$ cat config.mk
export PLATFORM = sky130hd
export DESIGN_NAME = rbc_core
export DESIGN_NICKNAME = d
export VERILOG_FILES = /design/src/rtl/rbc_pkg.sv /design/src/rtl/rbc_ea_unit.sv /design/src/rtl/rbc_sequencer.sv /design/src/rtl/rbc_core.sv
export SDC_FILE = /design/constraint.sdc
export NUM_CORES = 1
export LEC_CHECK = 0
export BUFFER_PORTS_ARGS = -buffer_cell sky130_fd_sc_hd__clkbuf_2
export CAP_MARGIN = 15
export CORE_MARGIN = 8
export CORE_UTILIZATION = 58
export CTS_CLUSTER_DIAMETER = 200
export DETAILED_ROUTE_END_ITERATION = 8
export GPL_ROUTABILITY_DRIVEN = 1
export MAX_ROUTING_LAYER = met4
export PLACE_DENSITY = 0.88
export SYNTH_ARGS = -nofsm -noshare
export SYNTH_HDL_FRONTEND = slang
export SYNTH_SLANG_ARGS = --single-unit
$ cat constraint.sdc
create_clock -name clk -period 3.94 [get_ports clk]
set_clock_uncertainty 0.2 [all_clocks]
set_input_delay 0 -clock clk [delete_from_list [all_inputs] [get_ports clk]]
set_output_delay 0 -clock clk [all_outputs]
set_load 0.005 [all_outputs]
$ cat src/rtl/rbc_pkg.sv
package rbc_pkg;

  typedef enum logic [1:0] {
    OP_GOTO  = 2'b00,
    OP_LOAD  = 2'b01,
    OP_STORE = 2'b10,
    OP_INC   = 2'b11
  } opcode_e;

  typedef enum logic [2:0] {
    S_FETCH,
    S_DECODE,
    S_MEMRD,
    S_LOADW,
    S_INCW,
    S_WRITE
  } seq_state_e;

endpackage

$ cat src/rtl/rbc_ea_unit.sv
// Splits a fetched word into opcode and offset, and forms base + signed offset.
module rbc_ea_unit
  import rbc_pkg::*;
#(
  parameter int W  = 12,
  parameter int AW = 8
) (
  input  logic [AW-1:0] base,
  input  logic [W-1:0]  word,
  output opcode_e       op,
  output logic [AW-1:0] ea
);
  localparam int OFFW = W - 2;

  logic [AW-1:0] off_ext;

  generate
    if (OFFW >= AW) begin : g_trunc
      // wrap modulo memory size: upper offset bits cannot change the sum
      assign off_ext = word[AW-1:0];
    end else begin : g_sext
      assign off_ext = {{(AW-OFFW){word[OFFW-1]}}, word[OFFW-1:0]};
    end
  endgenerate

  assign op = opcode_e'(word[W-1:W-2]);
  assign ea = base + off_ext;

endmodule

$ cat src/rtl/rbc_sequencer.sv
// Multi-cycle control: fetch, decode, optional read, optional write.
module rbc_sequencer
  import rbc_pkg::*;
#(
  parameter int W  = 12,
  parameter int AW = 8
) (
  input  logic          clk,
  input  logic          rst,
  input  logic [W-1:0]  mem_rdata,
  input  opcode_e       dec_op,
  input  logic [AW-1:0] dec_ea,
  output logic [AW-1:0] mem_addr,
  output logic          mem_we,
  output logic [W-1:0]  mem_wdata,
  output logic [AW-1:0] pc,
  output logic [W-1:0]  acc,
  output seq_state_e    state,
  output opcode_e       op_q
);
  logic [AW-1:0] pc_next;
  assign pc_next = pc + AW'(1);

  always_ff @(posedge clk) begin
    if (rst) begin
      state     <= S_FETCH;
      pc        <= '0;
      acc       <= '0;
      mem_addr  <= '0;
      mem_we    <= 1'b0;
      mem_wdata <= '0;
      op_q      <= OP_GOTO;
    end else begin
      case (state)
        S_FETCH: state <= S_DECODE;
        S_DECODE: begin
          op_q <= dec_op;
          mem_addr <= dec_ea;
          case (dec_op)
            OP_GOTO: begin
              pc    <= dec_ea;
              state <= S_FETCH;
            end
            OP_STORE: begin
              mem_we    <= 1'b1;
              mem_wdata <= acc;
              state     <= S_WRITE;
            end
            default: state <= S_MEMRD;
          endcase
        end
        S_MEMRD: state <= (op_q == OP_LOAD) ? S_LOADW : S_INCW;
        S_LOADW: begin
          acc      <= mem_rdata;
          pc       <= pc_next;
          mem_addr <= pc_next;
          state    <= S_FETCH;
        end
        S_INCW: begin
          mem_we    <= 1'b1;
          mem_wdata <= mem_rdata + W'(1);
          state     <= S_WRITE;
        end
        S_WRITE: begin
          // write completes at this edge, strictly before the next fetch
          mem_we   <= 1'b0;
          pc       <= pc_next;
          mem_addr <= pc_next;
          state    <= S_FETCH;
        end
        default: state <= S_FETCH;
      endcase
    end
  end

endmodule

$ cat src/rtl/rbc_core.sv
module rbc_core
  import rbc_pkg::*;
#(
  parameter int W  = 12,
  parameter int AW = 8
) (
  input  logic          clk,
  input  logic          rst,
  output logic [AW-1:0] mem_addr,
  output logic          mem_we,
  output logic [W-1:0]  mem_wdata,
  input  logic [W-1:0]  mem_rdata,
  output logic [AW-1:0] pc_o,
  output logic [W-1:0]  acc_o
);
  opcode_e       dec_op;
  logic [AW-1:0] dec_ea;
  seq_state_e    seq_state;
  opcode_e       seq_op;

  rbc_ea_unit #(.W(W), .AW(AW)) u_ea (
    .base (pc_o),
    .word (mem_rdata),
    .op   (dec_op),
    .ea   (dec_ea)
  );

  rbc_sequencer #(.W(W), .AW(AW)) u_seq (
    .clk       (clk),
    .rst       (rst),
    .mem_rdata (mem_rdata),
    .dec_op    (dec_op),
    .dec_ea    (dec_ea),
    .mem_addr  (mem_addr),
    .mem_we    (mem_we),
    .mem_wdata (mem_wdata),
    .pc        (pc_o),
    .acc       (acc_o),
    .state     (seq_state),
    .op_q      (seq_op)
  );

endmodule

==> flow_summary_export.csv <==
group,metric,value,unit
sta,fin_setup_tns,0,ns
pwr,internal_power,0.000780,W
routing,wirelength,6150,um
placement,gp_congestion,0.862,
clock_network,clkTransAtPathRegs,0.09,ns
floorplanning,die_y,80.7,um
routing,drcViolationCount,0,
sta,fmax,0.325,GHz
floorplanning,num_rows,23,
logic_synthesis,synth.most_common_cell,"dfxtp_1",
global_routing,grt_pass1_wl,9940,um
finish,diodes,0,
clock_network,clockRootBuffer,"clkbuf_8",
sta,hold_viol,0,
worst_hold_path,hold_class,"primary input to flop",
floorplanning,die_area,0.00651,mm^2
routing,ant_nets,0,
sta,rsz0062_at_grt,"false",
placement,port_buffers,54,
logic_synthesis,ys_async_sr_fraction,0,
clock_network,clk_latency,0.30,ns
clock_network,cts_made_buffers,5,
logic_synthesis,yosysWarnings,0,
logic_synthesis,yosysSeqAreaShare,0.379,
finish,final_core_util,0.726,
finish,regArea,921,um^2
global_routing,overflow,0,
run,drv_cap,0,
global_routing,grt_pass1_vias,2110,
setup_path,crit_required,3.95,ns
clock_network,post_cts_buffers,0,
clock_network,cts_sinks,46,
placement,hpwl,4230,um
status,run_status,"finished, final reports clean",
logic_synthesis,synth_edf_count,0,
routing,num_vias,2296,
sta,max-slew-margin-rel,0.393,
sta,worst_pin_slew,0.910,ns
routing,first_pass_iters,4,
routing,drt-wirelength-per-cell,15.3,um
pwr,power.total,0.00110,W
global_routing,grt_use_total,0.196,
sta,timing.final.crit_period,3.07,ns
clock_network,cts_htree_levels,2,
setup_path,r2r_setup_slack,0.87,ns
pwr,clock_power_share,0.322,
setup_path,r2r_cells,9,
setup_path,r2r_start,"u_seq.state[1]$_SDFF_PP0_",
logic_synthesis,avgSynthCellArea,8.31,um^2
sta,maxSlewViolCount,0,
setup_path,crit_fanout,16,
logic_synthesis,synth_cells,292,
global_routing,grt_max_degree,47,
finish,fillers,312,
logic_synthesis,yosys.area.top_type_share,0.379,
clock_network,clk_path_buf_depth,2,
finish,area.growth.synth_to_final,20.6,%
logic_synthesis,ys_top_cells_by_area,"dfxtp_1 38%, nand2_1 5.9%, mux2i_1 5.8%",
setup_path,endpoint,"u_seq.pc[6]$_SDFFE_PP0P_",
clock_network,cts_hold_buf,12,
setup_path,startpoint,"u_seq.state[1]$_SDFF_PP0_",
sta,setup_violations,0,
floorplanning,ios,55,
pwr,switching_share,0.288,
global_routing,antenna_found_initial,0,
pwr,p_seq_frac,0.477,
pwr,irDropWorstVdd,0.000209,V
finish,multi_input_area,0.00140,mm^2
pwr,combPwrFrac,0.201,
pwr,power_density,374,mW/mm^2
clock_network,cts-resized-gates,0,
logic_synthesis,ys_ff_latch,46,
logic_synthesis,synth_fp_nets,315,
finish,nNetsFinal,373,
logic_synthesis,synth.distinct_cells,47,
logic_synthesis,syn-cell-area,0.00243,mm^2
setup_path,critical_path_class,"flop to flop",
placement,post-place-cells,381,
setup_path,worstReg2RegEnd,"u_seq.pc[6]$_SDFFE_PP0P_",
logic_synthesis,synth_area_leader_cell,"dfxtp_1",
clock_network,cts_tree,"yes",
floorplanning,die_width,80.7,um
logic_synthesis,synth_common_cells,"46 x dfxtp_1, 38 x nand2_1, 36 x nor2_1",
sta,fin_crit_sh,0.780,
finish,drive_gt1_frac,0.205,
floorplanning,start_util,0.602,
routing,drtIter0Drc,215,
routing,avgViaCountPerCell,5.73,
pwr,p_sw,0.000315,W
setup_path,worst_setup_path_end_kind,"flop",
setup_path,arrival,3.08,ns
setup_path,startpoint_type,"flop",
finish,final_cells,401,
floorplanning,core_area,0.00403,mm^2
pwr,p_leak,1.29,nW
logic_synthesis,synth_ff_type,"dfxtp_1",
power groups by stage:
stage               sequential (W)  clock (W)  combinational, W
floorplan                 0.000524          0          0.000147
global placement          0.000531          0          0.000203
detailed placement        0.000532          0          0.000208
CTS                       0.000522   0.000360          0.000219
global route              0.000527   0.000378          0.000244
finish                    0.000522   0.000353          0.000220
cell type report:
type                    count  area share
inverters                   6     0.00770
repair buffers             68       0.139
clock buffers               5      0.0235
multi-input cells         223       0.479
flip-flops and latches     46       0.315
well taps                  50      0.0214
clock inverters             3      0.0154
worst max-delay path: stages (launching register included):
cell      delay [ns]
dfxtp_1         0.70
xor2_1          0.22
nand2_1         0.15
and2_1          0.21
ha_1            0.33
nor2b_4         0.15
o31a_1          0.26
o21a_1          0.21
or4_1           0.47
o311ai_1        0.08
registers in the layout, summed over array words and instances, names as in the netlist:
| name | count |
|---|---|
| u_seq.acc | 12 |
| u_seq.mem_addr | 8 |
| u_seq.mem_wdata | 12 |
| u_seq.mem_we | 1 |
| u_seq.op_q | 2 |
| u_seq.pc | 8 |
| u_seq.state | 3 |
routing by layer:
| metal | vias to the layer above | track usage | part of all wire |
|---|---|---|---|
| li1 | 1142 | - | - |
| met1 | 1055 | 0.236 | 0.43 |
| met2 | 85 | 0.303 | 0.47 |
| met3 | 14 | 0.0502 | 0.075 |
| met4 | 0 | 0.0804 | 0.023 |
| met5 | - | - | 0 |
through the flow:
stage	hold slack [ns]	setup WS, ns	instance area [um^2]
after floorplan	-0.0561	1.32	2430
after global placement	0.0962	1.01	2690
after detailed placement	0.106	0.929	2690
after CTS	0.241	0.895	2930
after global routing	0.303	0.709	2930
final	0.247	0.867	2930
cell usage in the layout (no fill, tap or decap), types with 2 or more instances in the layout:
cell type / n
nor3_1: 7
dfxtp_1: 46
inv_1: 6
buf_4: 2
nor4_1: 2
ha_1: 8
o31ai_1: 2
and2_1: 5
nand3_1: 18
a211oi_1: 3
a21o_1: 2
o21ai_0: 5
clkinvlp_4: 2
nor2_1: 36
nand2b_1: 4
clkbuf_2: 54
clkbuf_8: 5
xnor2_1: 9
dlygate4sd3_1: 12
a21oi_1: 21
xor2_1: 7
mux2i_1: 14
nand2_1: 38
a311oi_1: 9
nor2b_1: 5
nand4_1: 3
o21a_1: 4
worst min-delay path by stage:
stage / from / slack [ns] / depth (start not counted) / endpoint
floorplan: mem_rdata[0] / -0.06 / 2 / u_seq.acc[0]$_SDFFE_PP0N_
global placement: mem_rdata[9] / 0.1 / 3 / u_seq.acc[9]$_SDFFE_PP0N_
detailed placement: mem_rdata[9] / 0.11 / 3 / u_seq.acc[9]$_SDFFE_PP0N_
CTS: rst / 0.24 / 2 / u_seq.acc[3]$_SDFFE_PP0N_
global route: rst / 0.30 / 2 / u_seq.acc[3]$_SDFFE_PP0N_
finish: rst / 0.25 / 2 / u_seq.acc[2]$_SDFFE_PP0N_
logic make-up after synthesis:
group           count (synthesis)  synth area share
xor+xnor                       16            0.0577
mux                            15            0.0624
fa+ha+maj                       9            0.0495
flops                          46             0.379
buf+inv                        23            0.0433
compound gates                 56             0.160
simple gates                  127             0.247
(Power assumes the default switching activity.)
